File: src/rtl/vt_pkg.sv
package vt_pkg;

    typedef enum logic [1:0] {
        TM_LOW  = 2'b00,
        TM_MID  = 2'b01,
        TM_HIGH = 2'b10,
        TM_RSV  = 2'b11
    } tm_sel_e;

    typedef struct packed {
        logic in_win;
        logic load;
        logic raise;
        logic fire;
    } verdict_t;

    function automatic logic is_ndv(input logic [1:0] m);
        return tm_sel_e'(m) == TM_HIGH;
    endfunction

endpackage

File: src/rtl/vt_pacer.sv
module vt_pacer #(
    parameter int GAP_CYC = 7125,
    parameter int CNT_W   = 6,
    parameter int N_PK    = 32,
    parameter int N_ND    = 16
) (
    input  logic clk,
    input  logic rst,
    input  logic start,
    input  logic nd_sel,
    output logic req
);
    localparam int GAP_W = $clog2(GAP_CYC + 1);
    localparam logic [CNT_W-1:0] LD_PK = CNT_W'(N_PK);
    localparam logic [CNT_W-1:0] LD_ND = CNT_W'(N_ND);
    localparam logic [GAP_W-1:0] GAP_RL = GAP_W'(GAP_CYC - 1);

    logic [CNT_W-1:0] left;
    logic [GAP_W-1:0] gap;

    always_ff @(posedge clk) begin
        if (rst) begin
            left <= '0;
            gap  <= '0;
            req  <= 1'b0;
        end else begin
            req <= 1'b0;
            if (start) begin
                left <= nd_sel ? LD_ND : LD_PK;
                gap  <= '0;
            end else if (left != '0) begin
                if (gap == '0) begin
                    req  <= 1'b1;
                    left <= left - 1'b1;
                    gap  <= GAP_RL;
                end else begin
                    gap <= gap - 1'b1;
                end
            end
        end
    end

    AST_REQ_SPACED: assert property (@(posedge clk) disable iff (rst)
        (req && GAP_CYC > 1) |=> !req);

endmodule

File: src/rtl/vt_accum.sv
module vt_accum #(
    parameter int ADC_W  = 12,
    parameter int LOG_PK = 5,
    parameter int LOG_ND = 4
) (
    input  logic             clk,
    input  logic             rst,
    input  logic             start,
    input  logic             nd_sel,
    input  logic             rd_vld,
    input  logic [ADC_W-1:0] rd_code,
    output logic             busy,
    output logic             done,
    output logic [ADC_W-1:0] avg
);
    localparam int CNT_W = LOG_PK + 1;
    localparam int ACC_W = ADC_W + LOG_PK;
    localparam logic [CNT_W-1:0] LAST_PK = CNT_W'((1 << LOG_PK) - 1);
    localparam logic [CNT_W-1:0] LAST_ND = CNT_W'((1 << LOG_ND) - 1);

    logic [ACC_W-1:0] acc;
    logic [ACC_W-1:0] sum_nx;
    logic [CNT_W-1:0] rcv;
    logic [CNT_W-1:0] last;
    logic             nd_l;

    assign sum_nx = acc + ACC_W'(rd_code);
    assign last   = nd_l ? LAST_ND : LAST_PK;

    always_ff @(posedge clk) begin
        if (rst) begin
            acc  <= '0;
            rcv  <= '0;
            nd_l <= 1'b0;
            busy <= 1'b0;
            done <= 1'b0;
            avg  <= '0;
        end else begin
            done <= 1'b0;
            if (start) begin
                acc  <= '0;
                rcv  <= '0;
                nd_l <= nd_sel;
                busy <= 1'b1;
            end else if (busy && rd_vld) begin
                if (rcv == last) begin
                    busy <= 1'b0;
                    done <= 1'b1;
                    avg  <= nd_l ? ADC_W'(sum_nx >> LOG_ND) : ADC_W'(sum_nx >> LOG_PK);
                end else begin
                    acc <= sum_nx;
                    rcv <= rcv + 1'b1;
                end
            end
        end
    end

    AST_DONE_PULSE: assert property (@(posedge clk) disable iff (rst)
        done |=> !done);
    AST_DONE_ENDS_BURST: assert property (@(posedge clk) disable iff (rst)
        done |-> !busy);

endmodule

File: src/rtl/vt_judge.sv
module vt_judge
    import vt_pkg::*;
#(
    parameter int ADC_W   = 12,
    parameter int WIN_LO  = 1000,
    parameter int WIN_HI  = 2000,
    parameter int DROP_PK = 3,
    parameter int DROP_ND = 12
) (
    input  logic             clk,
    input  logic             rst,
    input  logic             done,
    input  logic [ADC_W-1:0] avg,
    input  logic             nd_sel,
    input  logic             hist_clr,
    input  logic             holdoff,
    output logic             term
);
    localparam logic [ADC_W-1:0] LO = ADC_W'(WIN_LO);
    localparam logic [ADC_W-1:0] HI = ADC_W'(WIN_HI);
    localparam logic [ADC_W-1:0] TH_PK = ADC_W'(DROP_PK);
    localparam logic [ADC_W-1:0] TH_ND = ADC_W'(DROP_ND);

    logic [ADC_W-1:0] pk;
    logic             have;
    logic [ADC_W-1:0] diff;
    logic [ADC_W-1:0] thr;
    verdict_t         v;

    always_comb begin
        diff     = pk - avg;
        thr      = nd_sel ? TH_ND : TH_PK;
        v.in_win = done && (avg > LO) && (avg < HI);
        v.load   = v.in_win && !have;
        v.raise  = v.in_win && have && (avg > pk);
        v.fire   = v.in_win && have && !holdoff && (avg < pk) && (diff >= thr);
    end

    always_ff @(posedge clk) begin
        if (rst) begin
            pk   <= '0;
            have <= 1'b0;
            term <= 1'b0;
        end else if (hist_clr) begin
            pk   <= '0;
            have <= 1'b0;
            term <= 1'b0;
        end else begin
            if (v.load || v.raise) pk <= avg;
            if (v.load) have <= 1'b1;
            if (v.fire) term <= 1'b1;
        end
    end

    AST_CLR_WIPES: assert property (@(posedge clk) disable iff (rst)
        hist_clr |=> (!term && !have));
    AST_TERM_STICKY: assert property (@(posedge clk) disable iff (rst)
        (term && !hist_clr) |=> term);
    AST_HOLDOFF_QUIET: assert property (@(posedge clk) disable iff (rst)
        (!term && holdoff) |=> !term);
    AST_FIRE_IN_WIN: assert property (@(posedge clk) disable iff (rst)
        (!term && !hist_clr && !(done && avg > LO && avg < HI)) |=> !term);
    AST_PEAK_MONO: assert property (@(posedge clk) disable iff (rst)
        (have && !hist_clr) |=> (have && pk >= $past(pk)));
    AST_FIRST_LOADS: assert property (@(posedge clk) disable iff (rst)
        (!have && !term) |=> !term);

endmodule

File: src/rtl/vt_term_det.sv
module vt_term_det
    import vt_pkg::*;
#(
    parameter int ADC_W   = 12,
    parameter int GAP_CYC = 7125,
    parameter int LOG_PK  = 5,
    parameter int LOG_ND  = 4,
    parameter int WIN_LO  = 1000,
    parameter int WIN_HI  = 2000,
    parameter int DROP_PK = 3,
    parameter int DROP_ND = 12
) (
    input  logic             clk,
    input  logic             rst,
    input  logic [1:0]       mode,
    input  logic             sample_go,
    input  logic             hist_clr,
    input  logic             holdoff,
    output logic             conv_req,
    input  logic             rd_vld,
    input  logic [ADC_W-1:0] rd_code,
    output logic             smp_done,
    output logic [ADC_W-1:0] smp_avg,
    output logic             term
);
    localparam int N_PK  = 1 << LOG_PK;
    localparam int N_ND  = 1 << LOG_ND;
    localparam int CNT_W = LOG_PK + 1;

    logic busy;
    logic start;
    logic nd_now;
    logic nd_q;

    assign nd_now = is_ndv(mode);
    assign start  = sample_go && !busy;

    always_ff @(posedge clk) begin
        if (rst)        nd_q <= 1'b0;
        else if (start) nd_q <= nd_now;
    end

    vt_pacer #(
        .GAP_CYC(GAP_CYC), .CNT_W(CNT_W), .N_PK(N_PK), .N_ND(N_ND)
    ) u_pacer (
        .clk(clk), .rst(rst), .start(start), .nd_sel(nd_now), .req(conv_req)
    );

    vt_accum #(
        .ADC_W(ADC_W), .LOG_PK(LOG_PK), .LOG_ND(LOG_ND)
    ) u_accum (
        .clk(clk), .rst(rst), .start(start), .nd_sel(nd_now),
        .rd_vld(rd_vld), .rd_code(rd_code),
        .busy(busy), .done(smp_done), .avg(smp_avg)
    );

    vt_judge #(
        .ADC_W(ADC_W), .WIN_LO(WIN_LO), .WIN_HI(WIN_HI),
        .DROP_PK(DROP_PK), .DROP_ND(DROP_ND)
    ) u_judge (
        .clk(clk), .rst(rst), .done(smp_done), .avg(smp_avg), .nd_sel(nd_q),
        .hist_clr(hist_clr), .holdoff(holdoff), .term(term)
    );

    AST_RESET_QUIET: assert property (@(posedge clk)
        rst |=> (!term && !conv_req && !smp_done));

endmodule

File: config.mk
export PLATFORM = sky130hd
export DESIGN_NAME = vt_term_det
export DESIGN_NICKNAME = d
export VERILOG_FILES = /design/src/rtl/vt_pkg.sv /design/src/rtl/vt_pacer.sv /design/src/rtl/vt_accum.sv /design/src/rtl/vt_judge.sv /design/src/rtl/vt_term_det.sv
export SDC_FILE = /design/constraint.sdc
export NUM_CORES = 1
export LEC_CHECK = 0
export BUFFER_PORTS_ARGS = -buffer_cell sky130_fd_sc_hd__clkbuf_2
export CORE_MARGIN = 2
export CORE_UTILIZATION = 45
export CTS_CLUSTER_SIZE = 20
export DETAILED_ROUTE_END_ITERATION = 6
export PLACE_DENSITY = 0.73
export REMOVE_ABC_BUFFERS = 1
export SLEW_MARGIN = 20
export SYNTH_ARGS = -nofsm -noshare
export SYNTH_HDL_FRONTEND = slang
export SYNTH_SLANG_ARGS = --single-unit
File: constraint.sdc
create_clock -name clk -period 3.2 [get_ports clk]
set_input_delay 0 -clock clk [delete_from_list [all_inputs] [get_ports clk]]
set_output_delay 0 -clock clk [all_outputs]
set_load 0.01 [all_outputs]
; ---- After elaboration in Yosys (flattened, before gate mapping)
; Cells that the tools add are included.
[word_totals]
ff_bits = 72
in_bits = 20
[classes]
eq_ne = 2
muxes = 13
addsub = 5
n_bitwise = 4
order_cmp = 5
n_reduce_logical = 28
[ops]
columns = cell, count
row1 = $mux W6, 4
row2 = $add A17 B12 Y17, 1
row3 = $logic_not A13 Y1, 1
row4 = $mux W13, 1
row5 = $sub A13 B1 Y13 const B, 1
row6 = $ge A12 B12 Y1, 1
row7 = $gt A12 B10 Y1 const B, 1
row8 = $gt A12 B12 Y1, 1
row9 = $lt A12 B11 Y1 const B, 1
row10 = $lt A12 B12 Y1, 1
row11 = $mux W12, 1
row12 = $sub A12 B12 Y12, 1
row13 = $logic_and A1 B1 Y1, 10
row14 = $reduce_bool A2 Y1, 4
row15 = $add A6 B1 Y6 const B, 1
row16 = $eq A6 B6 Y1, 1
row17 = $reduce_and A2 Y1, 3
row18 = $reduce_bool A6 Y1, 1
row19 = $reduce_or A3 Y1, 2
row20 = $sub A6 B1 Y6 const B, 1
row21 = $mux W1, 5
row22 = $mux W5, 1
row23 = $mux W4, 1
row24 = $not A1 Y1, 4
row25 = other kinds (5), 8

; ---- Logic depth before layout (Yosys ltp)
; Gate-level depths: netlist of the first run.
[depth]
ltp_word = 7
ltp_mapped = 13
depth_no_buf = 13

; ---- By module
; A second synthesis of the first run with hierarchy kept.
[hier_totals]
hier_cells = 588
hier_area_um2 = 4882.2
[modules_own_cells]
columns = mod, seq_area_each_um2, cells_per_inst, area_per_inst_um2, instances
row1 = vt_accum, 760.7, 284, 2334.7, 1
row2 = vt_judge, 280.3, 174, 1383.8, 1
row3 = vt_pacer, 400.4, 125, 1102.3, 1
row4 = vt_term_det, 20.0, 5, 61.3, 1

; ---- Worst setup path after synthesis of the first run
; No wires, ideal clock.
[synth_path]
path_type = register to register
startpoint = register u_accum.avg[1]
endpoint = register u_judge.term
arrival_time_ns = 2.233
path_slack_ns = 0.840
required_ns = 3.073
path_stages_with_launch = 13
cell_sequence = dfxtp_1 -> inv_1 -> ha_1 -> a21o_1 -> a21oi_1 -> xnor2_1 -> ha_1 -> nor2_1 -> o221ai_1 -> a311oi_1 -> o311ai_0 -> nor4_1 -> a21oi_1
[synth_via]
elab_chain_len = 7
word_cells_on_any_way = 11
classes_between = 1 x add/sub / 4 x order compare / 6 x reduce/logical
[synth_rtl]
columns = element, line_no
row1 = from (decl), vt_accum.sv:14  ; output logic [ADC_W-1:0] avg
row2 = from (signal assigned), vt_accum.sv:49  ; avg <= nd_l ? ADC_W'(sum_nx >> LOG_ND) : ADC_W'(sum_nx >> LOG_PK);
row3 = branches (longest 6 deep; another with $sub A12 B12 Y12), n/a
row4 = $logic_and A1 B1 Y1 *, vt_judge.sv:36  ; v.fire = v.in_win && have && !holdoff && (avg < pk) && (diff >= thr);
row5 = to (signal assigned), vt_judge.sv:43  ; term <= 1'b0;
row6 = to (signal assigned), vt_judge.sv:47  ; term <= 1'b0;
row7 = to (signal assigned), vt_judge.sv:51  ; if (v.fire) term <= 1'b1;
row8 = to (decl), vt_judge.sv:17  ; output logic term
; Every way passes the cells marked *.
; A chain may end at the register's enable or synchronous reset.

; ---- Worst setup path in the final report of the first run
[layout_path]
startpoint = register u_accum.avg[0]
endpoint = register u_judge.term
; The elaborated chain is that of the path after synthesis.

==> results of run 1 <==
## repair_timing
action	in CTS	in global routing
setup endpoints to repair	0	0
hold buffers	3	0
hold endpoints to repair	3	0
gates resized for setup	0	0
## metal layers
metal	GRT usage	up-vias	routed length, µm
li1	-	2012	-
met2	0.318	88	4600
met5	0	-	0
met1	0.270	1857	4690
met3	0.0376	15	441
met4	0.0759	0	172
## worst paths after layout
kind | to | slack, ps | cells after the start
max | u_judge.term | 240 | 11
min | u_accum.nd_l | 10 | 4
max reg2reg | u_judge.term | 240 | 11
min reg2reg | u_accum.acc[9] | 460 | 2
## metrics by stage
step / cell area (µm²) / worst slack (ps) / instances / hold slack, ps / utilization
after global routing: 4870 / 81.3 / 708 / 34.3 / 0.524
after detailed placement: 4630 / 608 / 691 / 238 / 0.499
final: 4870 / 236 / 708 / 10.9 / 0.524
after floorplan: 4260 / 591 / 523 / 64.6 / -
after global placement: 4630 / 637 / 691 / 234 / 0.499
after CTS: 4870 / 296 / 708 / 0.614 / 0.524
## flip-flops by register name, indices dropped and copies added, names as in the netlist
name	flops
u_judge.pk	12
u_pacer.left	6
u_accum.avg	12
u_judge.have	1
u_judge.term	1
u_accum.nd_l	1
u_accum.rcv	6
u_pacer.gap	13
u_accum.busy	1
u_pacer.req	1
u_accum.acc	17
u_accum.done	1
## power groups by stage
| stage | Combinational [mW] | Sequential [mW] | Clock, mW |
|---|---|---|---|
| 4_1_cts | 0.868 | 1.06 | 0.802 |
| 3_5_place_dp | 0.860 | 1.08 | 0 |
| 5_1_grt | 0.980 | 1.08 | 0.836 |
| 2_1_floorplan | 0.703 | 1.07 | 0 |
| 3_3_place_gp | 0.836 | 1.08 | 0 |
| 6_report | 0.869 | 1.07 | 0.784 |
## tightest hold or removal path, stage by stage
cell and delay (ps):
clkbuf_2 80, nor3b_1 70, a21oi_1 120, nor2_1 50
## synthesized netlist by cell type (4+ instances only)
library cell  instances
nor2_1               59
a211o_1               4
nand2_1              48
buf_2                 5
inv_1                32
nand2b_1              8
o41ai_1               5
clkbuf_1             15
nand3b_1              4
mux2i_1               4
or3_1                 9
a21o_1               10
a31oi_1               6
a211oi_1             13
o21a_1                4
nand3_1              21
xnor2_1              22
xor2_1               12
nand4_1               5
ha_1                 31
and3_1                4
o21ai_0              21
a21oi_1              62
nor3_1               15
dfxtp_1              72
nor2b_1               5
## cell type report
class                      count  area, µm²  share of cell area
multi-input combinational    419       2700               0.554
sequential                    72       1440               0.296
timing repair buffer          42        238              0.0488
tap                          129        161              0.0332
clock buffer                  11        141              0.0290
inverter                      32        120              0.0247
clock inverter                 3       67.6              0.0139
## cells by family (layout without fill, tap and decap cells)
logic type / count (synthesis) / in the layout
and+or+nand+nor: 195 / 195
AOI/OAI and AO/OA: 152 / 152
DFF: 72 / 72
buffers and inverters: 52 / 88
xor gates and xnor gates: 34 / 34
adders and majority gates: 33 / 33
muxes: 5 / 5
==> impl_metrics.py, run 1 <==
metrics = {
    "outcome": {
        "outcome": "completed",
    },
    "worst_setup_path": {
        "cp-end-kind": "flop",
        "worstPathMaxFanout": 12,
        "critPathSlowestCell": "dlygate4sd3_1",
        "critPathRequiredTime_ps": 3490,
        "cp-start-kind": "flop",
        "crit_path_cell_trace": "ha_1, fa_1, nor2b_1, o31ai_1, a211oi_1, o31ai_2, buf_4, nor4b_1, o21ai_0, dlygate4sd3_1, a21oi_1",
        "arrival_ps": 3250,
        "r2r-start": "u_accum.avg[0]",
        "worstSetupPathType": "flop to flop",
        "slowest_delay_ps": 560,
        "cp_top_family": "buffers and inverters",
        "cp_num_buf_inv": 2,
        "startpoint": "u_accum.avg[0]",
    },
    "power": {
        "p_sw_frac": 0.335,
        "intPower_mw": 1.81,
        "p_comb_frac": 0.320,
        "p_leak_nw": 1.91,
        "power_switching_uw": 910,
        "pwr-share-seq": 0.392,
        "clockPowerShare": 0.288,
        "ir_worst_vdd_mv": 0.314,
        "finalPower_mw": 2.72,
        "pwr_density_cell_nw_per_um2": 559,
    },
    "finish": {
        "finalNetCount": 629,
        "final_common_cell": "dfxtp_1",
        "drive_above_1_share": 0.109,
        "final_cell_mix": "dfxtp_1 (72), a21oi_1 (62), nor2_1 (59), nand2_1 (48), clkbuf_2 (34)",
        "area_growth_pct": 12.1,
        "nFillCells": 910,
        "n_antenna_cell": 0,
    },
    "die": {
        "core_area_um2": 9280,
        "die_w_um": 102,
        "start_util": 0.468,
        "die-area_um2": 10500,
        "io_pins": 35,
        "rows": 35,
        "die_h_um": 102,
    },
    "logic_synthesis": {
        "synth_top_family_by_area": "compound AO/OA/AOI/OAI gates",
        "syn_inst": 543,
        "synthAdderAreaFrac": 0.0986,
        "synth_flop_cell": "dfxtp_1",
        "synth_area_leader_cell": "dfxtp_1",
        "syn_area_per_cell_um2": 8.00,
        "yosys.area_share.simple": 0.217,
        "synth_compound_gate_area_share": 0.226,
        "yosysWarnings": 0,
        "synthDistinctLibCells": 56,
        "synthXorXnorAreaFrac": 0.0686,
        "synth.area.top_cells": "dfxtp_1 (33%), ha_1 (8.9%), a21oi_1 (7.1%), nor2_1 (5.1%), xnor2_1 (4.4%)",
        "syn_area_um2": 4340,
        "ys_async_sr_fraction": 0,
        "synthMuxAreaShare": 0.0118,
        "yosysSeqAreaShare": 0.332,
        "synth-seq-cells": 72,
        "synth_edf_count": 0,
        "synth_top_area_share": 0.332,
    },
    "clock_tree": {
        "htree_levels": 3,
        "cts_setup_buffers": 0,
        "cts_tree": "built",
        "insertion_delay_ps": 360,
        "path_clk_slew_ps": 70,
        "cts_buffer_depth": 2,
        "cts_made_buffers": 9,
        "cts-root-buf": "clkbuf_8",
        "cts_sinks": 72,
    },
    "route": {
        "wirelength_mm": 9.90,
        "ant_nets": 0,
        "drt_iter0_drc": 194,
        "dr.pass1.iters": 5,
        "routedWlPerCell_um": 14.0,
        "vias_per_cell": 5.61,
        "vias": 3972,
        "drc_errors": 0,
    },
    "timing": {
        "setup_tns_ps": 0,
        "layout_min_cycle_time_ps": 2960,
        "rsz0062_at_grt": "false",
        "drv_slew": 0,
        "finalHoldViolCount": 0,
        "finalSetupViolations": 0,
        "clock_skew_ps": 6.65,
        "tightest_slew_ps": 901,
        "max_freq_mhz": 337,
        "period_share": 0.926,
        "slew-limit-headroom": 0.399,
    },
    "global_routing": {
        "grt_start_max_net_pins": 24,
        "grt_pass1_vias": 3602,
        "grt_pass1_wl_mm": 16.7,
        "grt.overflow.total": 0,
        "track_usage": 0.200,
        "grt_antenna_before_repair": 0,
    },
    "worst_hold_path": {
        "min_path_type": "input pin to flop",
        "worstHoldStart": "mode[0]",
    },
    "place": {
        "dp_hpwl_mm": 7.33,
        "gp_congestion": 0.919,
        "port_buffers": 34,
    },
    "job": {
        "drv_cap": 0,
    },
}
(Power assumes the default switching activity.)
==> inputs of run 2 (changes only) <==
--- a/config.mk
+++ b/config.mk
@@ -8,9 +8,9 @@
 export BUFFER_PORTS_ARGS = -buffer_cell sky130_fd_sc_hd__clkbuf_2
 export CORE_MARGIN = 2
 export CORE_UTILIZATION = 45
-export CTS_CLUSTER_SIZE = 20
 export DETAILED_ROUTE_END_ITERATION = 6
 export PLACE_DENSITY = 0.73
+export RECOVER_POWER = 50
 export REMOVE_ABC_BUFFERS = 1
 export SLEW_MARGIN = 20
 export SYNTH_ARGS = -nofsm -noshare
==> impl_metrics.py, run 2 (synthesis results as in run 1) <==
metrics = {
    "clock_tree": {
        "htree_levels": 3,
        "cts_setup_buffers": 0,
        "hold_buffers": 3,
        "cts_sinks": 72,
        "insertion_delay_ps": 360,
        "cts-root-buf": "clkbuf_8",
        "cts_buffer_depth": 2,
        "cts_made_buffers": 9,
        "cts_tree": "built",
        "ctsResizeCount": 0,
        "path_clk_slew_ps": 70,
    },
    "finish": {
        "regMostFlops": "u_accum.acc",
        "design_area_um2": 4830,
        "largest_reg_flops": 17,
        "final_common_cell": "dfxtp_1",
        "drive_above_1_share": 0.0743,
        "final_cell_mix": "dfxtp_1 (72), a21oi_1 (62), nor2_1 (59), nand2_1 (48), inv_1 (32)",
        "finalNetCount": 629,
        "reg_top3": "u_accum.acc x17, u_pacer.gap x13",
        "final_cells": 708,
        "nFillCells": 925,
        "n_antenna_cell": 0,
        "area_growth_pct": 11.2,
    },
    "power": {
        "ir_worst_vdd_mv": 0.315,
        "p_leak_nw": 1.84,
        "pwr_density_cell_nw_per_um2": 559,
    },
    "worst_setup_path": {
        "r2r-end": "u_judge.term",
        "critPathSlowestCell": "dlygate4sd3_1",
        "cp-start-kind": "flop",
        "startpoint": "u_accum.avg[0]",
        "slowest_delay_ps": 560,
        "worstSetupPathType": "flop to flop",
        "crit_path_cell_trace": "ha_1, fa_1, nor2b_1, o31ai_1, a211oi_1, o31ai_2, buf_4, nor4b_1, o21ai_0, dlygate4sd3_1, a21oi_1",
        "r2r_slack_ps": 230,
        "cp-end-kind": "flop",
        "r2r-start": "u_accum.avg[0]",
        "rr_worst_depth": 11,
        "arrival_ps": 3260,
        "worstPathMaxFanout": 12,
        "endpoint": "u_judge.term",
        "critPathRequiredTime_ps": 3490,
    },
    "route": {
        "drt_iter0_drc": 192,
        "wirelength_mm": 9.92,
        "drc_errors": 0,
        "dr.pass1.iters": 4,
        "vias": 3960,
        "routedWlPerCell_um": 14.0,
        "vias_per_cell": 5.59,
        "ant_nets": 0,
    },
    "global_routing": {
        "grt_start_max_net_pins": 24,
        "track_usage": 0.200,
        "grt.overflow.total": 0,
        "grt_antenna_before_repair": 0,
        "grt_pass1_wl_mm": 16.7,
        "grt_pass1_vias": 3602,
    },
    "timing": {
        "slew-limit-headroom": 0.405,
        "period_share": 0.927,
        "drv_slew": 0,
        "tightest_slew_ps": 892,
        "whs_ps": 8.34,
        "setup_tns_ps": 0,
        "max_freq_mhz": 337,
        "rsz0062_at_grt": "false",
        "finalHoldViolCount": 0,
        "layout_min_cycle_time_ps": 2970,
        "finalSetupViolations": 0,
        "clock_skew_ps": 6.68,
    },
    "die": {
        "start_util": 0.468,
        "rows": 35,
        "die_w_um": 102,
        "die_h_um": 102,
        "die-area_um2": 10500,
        "core_area_um2": 9280,
        "io_pins": 35,
    },
    "place": {
        "port_buffers": 34,
        "gp_congestion": 0.919,
        "dp_hpwl_mm": 7.33,
        "dp_cells": 691,
        "placed_cell_area_um2": 4630,
    },
    "job": {
        "drv_cap": 0,
    },
    "outcome": {
        "outcome": "completed",
    },
    "worst_hold_path": {
        "min_path_type": "input pin to flop",
        "holdPathStages": 4,
    },
}
==> run 2: how the worst min path moves through the flow <==
stage | from | endpoint | slack (ps)
4_1_cts | mode[0] | u_accum.nd_l | 0.6
6_report | mode[0] | u_accum.nd_l | 8
3_5_place_dp | sample_go | u_accum.busy | 240
5_1_grt | mode[0] | u_accum.nd_l | 30
3_3_place_gp | sample_go | u_accum.busy | 230
2_1_floorplan | rst | u_pacer.left[5] | 60
==> run 2: power breakdown <==
| group | switching [mW] | internal (mW) | leakage (nW) | total (mW) |
|---|---|---|---|---|
| Clock | 0.335 | 0.452 | 0.101 | 0.787 |
| Combinational | 0.492 | 0.357 | 1.16 | 0.849 |
| Sequential | 0.0743 | 0.989 | 0.583 | 1.06 |
==> run 2: cell type report <==
class                           instances  area [µm²]  share of cell area
Timing Repair Buffer                   42         211              0.0438
Clock inverter                          3        67.6              0.0140
Multi-Input combinational cell        419        2680               0.556
Clock buffer                           11         141              0.0293
Inverter                               32         120              0.0249
Sequential cell                        72        1440               0.299
Tap cell                              129         161              0.0334
==> run 2: through the flow <==
step	worst slack (ps)	util	total power, mW
CTS	296	0.524	2.73
floorplan	591	-	1.77
finish	235	0.520	2.70
global placement	637	0.499	1.92
global route	82.1	0.520	2.87
detailed placement	608	0.499	1.94
==> run 2: worst max-delay path, delay by kind of cell (launching register included) <==
kind,cells,cell delay [ps]
buffers and inverters,2,750
AOI/OAI and AO/OA,5,710
adders and majority gates,2,660
and+or+nand+nor,2,420
DFF,1,360
==> run 2: metal layers <==
metal	wire length, µm	part of all wire	global-route usage
met1	4770	0.48	0.270
met2	4580	0.46	0.318
met3	401	0.040	0.0376
met4	165	0.017	0.0759
met5	0	0	0
==> inputs of run 3 (changes only) <==
--- a/config.mk
+++ b/config.mk
@@ -9,7 +9,8 @@
 export CORE_MARGIN = 2
 export CORE_UTILIZATION = 45
 export DETAILED_ROUTE_END_ITERATION = 6
-export PLACE_DENSITY = 0.73
+export GPL_TIMING_DRIVEN = 0
+export PLACE_DENSITY = 0.75
 export RECOVER_POWER = 50
 export REMOVE_ABC_BUFFERS = 1
 export SLEW_MARGIN = 20
==> constraint.sdc (replaced) <==
create_clock -name clk -period 2.4 [get_ports clk]
set_input_delay 0 -clock clk [delete_from_list [all_inputs] [get_ports clk]]
set_output_delay 0 -clock clk [all_outputs]
set_load 0.01 [all_outputs]
==> impl_metrics.py, run 3 (synthesis results as in run 1) <==
metrics = {
    "outcome": {
        "outcome": "completed",
    },
    "timing": {
        "slew-limit-headroom": 0.417,
        "max_freq_mhz": 430,
        "finalSetupViolations": 0,
        "drv_slew": 0,
        "layout_min_cycle_time_ps": 2330,
        "finalHoldViolCount": 0,
        "clock_skew_ps": 11.0,
        "period_share": 0.970,
        "rsz0062_at_grt": "true",
        "tightest_slew_ps": 867,
    },
    "die": {
        "die_w_um": 102,
        "start_util": 0.468,
        "die_h_um": 102,
        "die-area_um2": 10500,
        "rows": 35,
        "core_area_um2": 9280,
        "io_pins": 35,
    },
    "route": {
        "wirelength_mm": 9.92,
        "drt_iter0_drc": 147,
        "ant_nets": 0,
        "vias": 3962,
        "vias_per_cell": 5.53,
        "dr.pass1.iters": 4,
        "routedWlPerCell_um": 13.9,
        "drc_errors": 0,
    },
    "global_routing": {
        "grt_pass1_wl_mm": 16.8,
        "grt_pass1_vias": 3768,
        "grt_antenna_before_repair": 0,
        "grt.overflow.total": 0,
        "track_usage": 0.200,
        "grt_start_max_net_pins": 32,
    },
    "clock_tree": {
        "cts_sinks": 72,
        "cts_buffer_depth": 2,
        "htree_levels": 3,
        "path_clk_slew_ps": 70,
        "cts_made_buffers": 9,
        "insertion_delay_ps": 350,
        "cts_tree": "built",
        "cts-root-buf": "clkbuf_8",
    },
    "finish": {
        "regMostFlops": "u_accum.acc",
        "n_antenna_cell": 0,
        "area_growth_pct": 19.0,
        "finalNetCount": 635,
        "post-route-util": 0.556,
        "final_common_cell": "dfxtp_1",
        "final_cells": 716,
        "drive_above_1_share": 0.187,
        "nFillCells": 883,
        "design_area_um2": 5170,
        "largest_reg_flops": 17,
        "final_cell_mix": "dfxtp_1 (66), a21oi_1 (60), nor2_1 (56), nand2_1 (47)",
        "reg_top3": "u_accum.acc x17, u_pacer.gap x13",
        "regArea_um2": 1450,
        "multiInputGateArea_um2": 2960,
    },
    "worst_hold_path": {
        "min_path_type": "input pin to flop",
    },
    "worst_setup_path": {
        "r2r_slack_ps": 70,
        "cp-start-kind": "flop",
        "worstSetupPathType": "flop to flop",
        "crit_path_cell_trace": "inv_4, ha_4, a21o_1, a21oi_2, xnor2_1, ha_2, nor2_2, o221ai_2, a311oi_2, o311ai_2, nor4_2, a21oi_1",
        "arrival_ps": 2550,
        "worstPathMaxFanout": 3,
        "cp_top_family": "compound AO/OA/AOI/OAI gates",
        "slowest_delay_ps": 360,
        "critPathSlowestCell": "dfxtp_4",
        "cp-end-kind": "flop",
        "critPathRequiredTime_ps": 2630,
        "cp_num_buf_inv": 1,
    },
    "power": {
        "finalPower_mw": 3.46,
        "pwr_density_cell_nw_per_um2": 671,
        "p_leak_nw": 2.00,
        "ir_worst_vdd_mv": 0.442,
    },
    "place": {
        "dp_cells": 687,
        "placed_cell_area_um2": 4610,
        "dp_hpwl_mm": 7.12,
        "port_buffers": 34,
        "gp_congestion": 0.866,
    },
    "job": {
        "drv_cap": 0,
    },
}
==> run 3: cell types whose count changed in the layout (fill, tap and decap cells not counted), sizes merged <==
cell	delta
buf	+7
bufinv	-2
clkinv	+2
clkinvlp	+1
dlygate4sd3	+1
inv	-1
==> run 3: worst register-to-register path, cell delays in order (launching register included) <==
cell and delay, ps:
dfxtp_4 360, inv_4 40, ha_4 230, a21o_1 160, a21oi_2 130, xnor2_1 90
ha_2 190, nor2_2 110, o221ai_2 100, a311oi_2 280, o311ai_2 150, nor4_2 260
a21oi_1 100
==> run 3: where the power goes <==
part           internal, mW  switching (mW)  total (mW)
Combinational         0.503           0.687        1.19
Clock                 0.402           0.453       0.855
Sequential             1.32           0.103        1.42
Total                  2.22            1.24        3.46
==> run 3: layout make-up <==
type                       count  share of cell area
sequential                    72               0.281
clock buffer                  13              0.0288
inverter                      32              0.0245
clock inverter                 3             0.00339
multi-input combinational    419               0.573
timing repair buffer          48              0.0574
tap                          129              0.0312
==> run 3: repair_timing <==
action / 4_1_cts / 5_1_grt
resized for setup: 24 / 42
hold buffers: 4 / 0
pin swaps: 6 / 13
endpoints found under the setup margin: 22 / 28
buffers inserted: 5 / 4
hold endpoints to repair: 4 / 0
==> run 3: per-layer routing <==
metal | track usage | routed length [µm]
met1 | 0.258 | 4690
met5 | 0 | 0
met2 | 0.324 | 4690
met3 | 0.0410 | 308
met4 | 0.0872 | 231
==> run 3: through the flow <==
stage / TNS (ps) / setup WS (ps) / hold slack (ps)
after floorplan: -1840 / -209 / 64.6
after global placement: -8960 / -734 / 234
after detailed placement: -9380 / -749 / 234
after CTS: -3.21 / -3.21 / 53.2
after global routing: -138 / -131 / 64.7
final: 0 / 72.9 / 58.5
==> run 3: worst paths after layout <==
| kind | startpoint | endpoint | depth (start not counted) |
|---|---|---|---|
| hold reg to reg | u_judge.pk[0] | u_judge.pk[0] | 2 |
| hold / removal | rst | u_pacer.left[5] | 2 |
| setup / recovery | u_accum.avg[1] | u_judge.term | 12 |
| setup reg to reg | u_accum.avg[1] | u_judge.term | 12 |
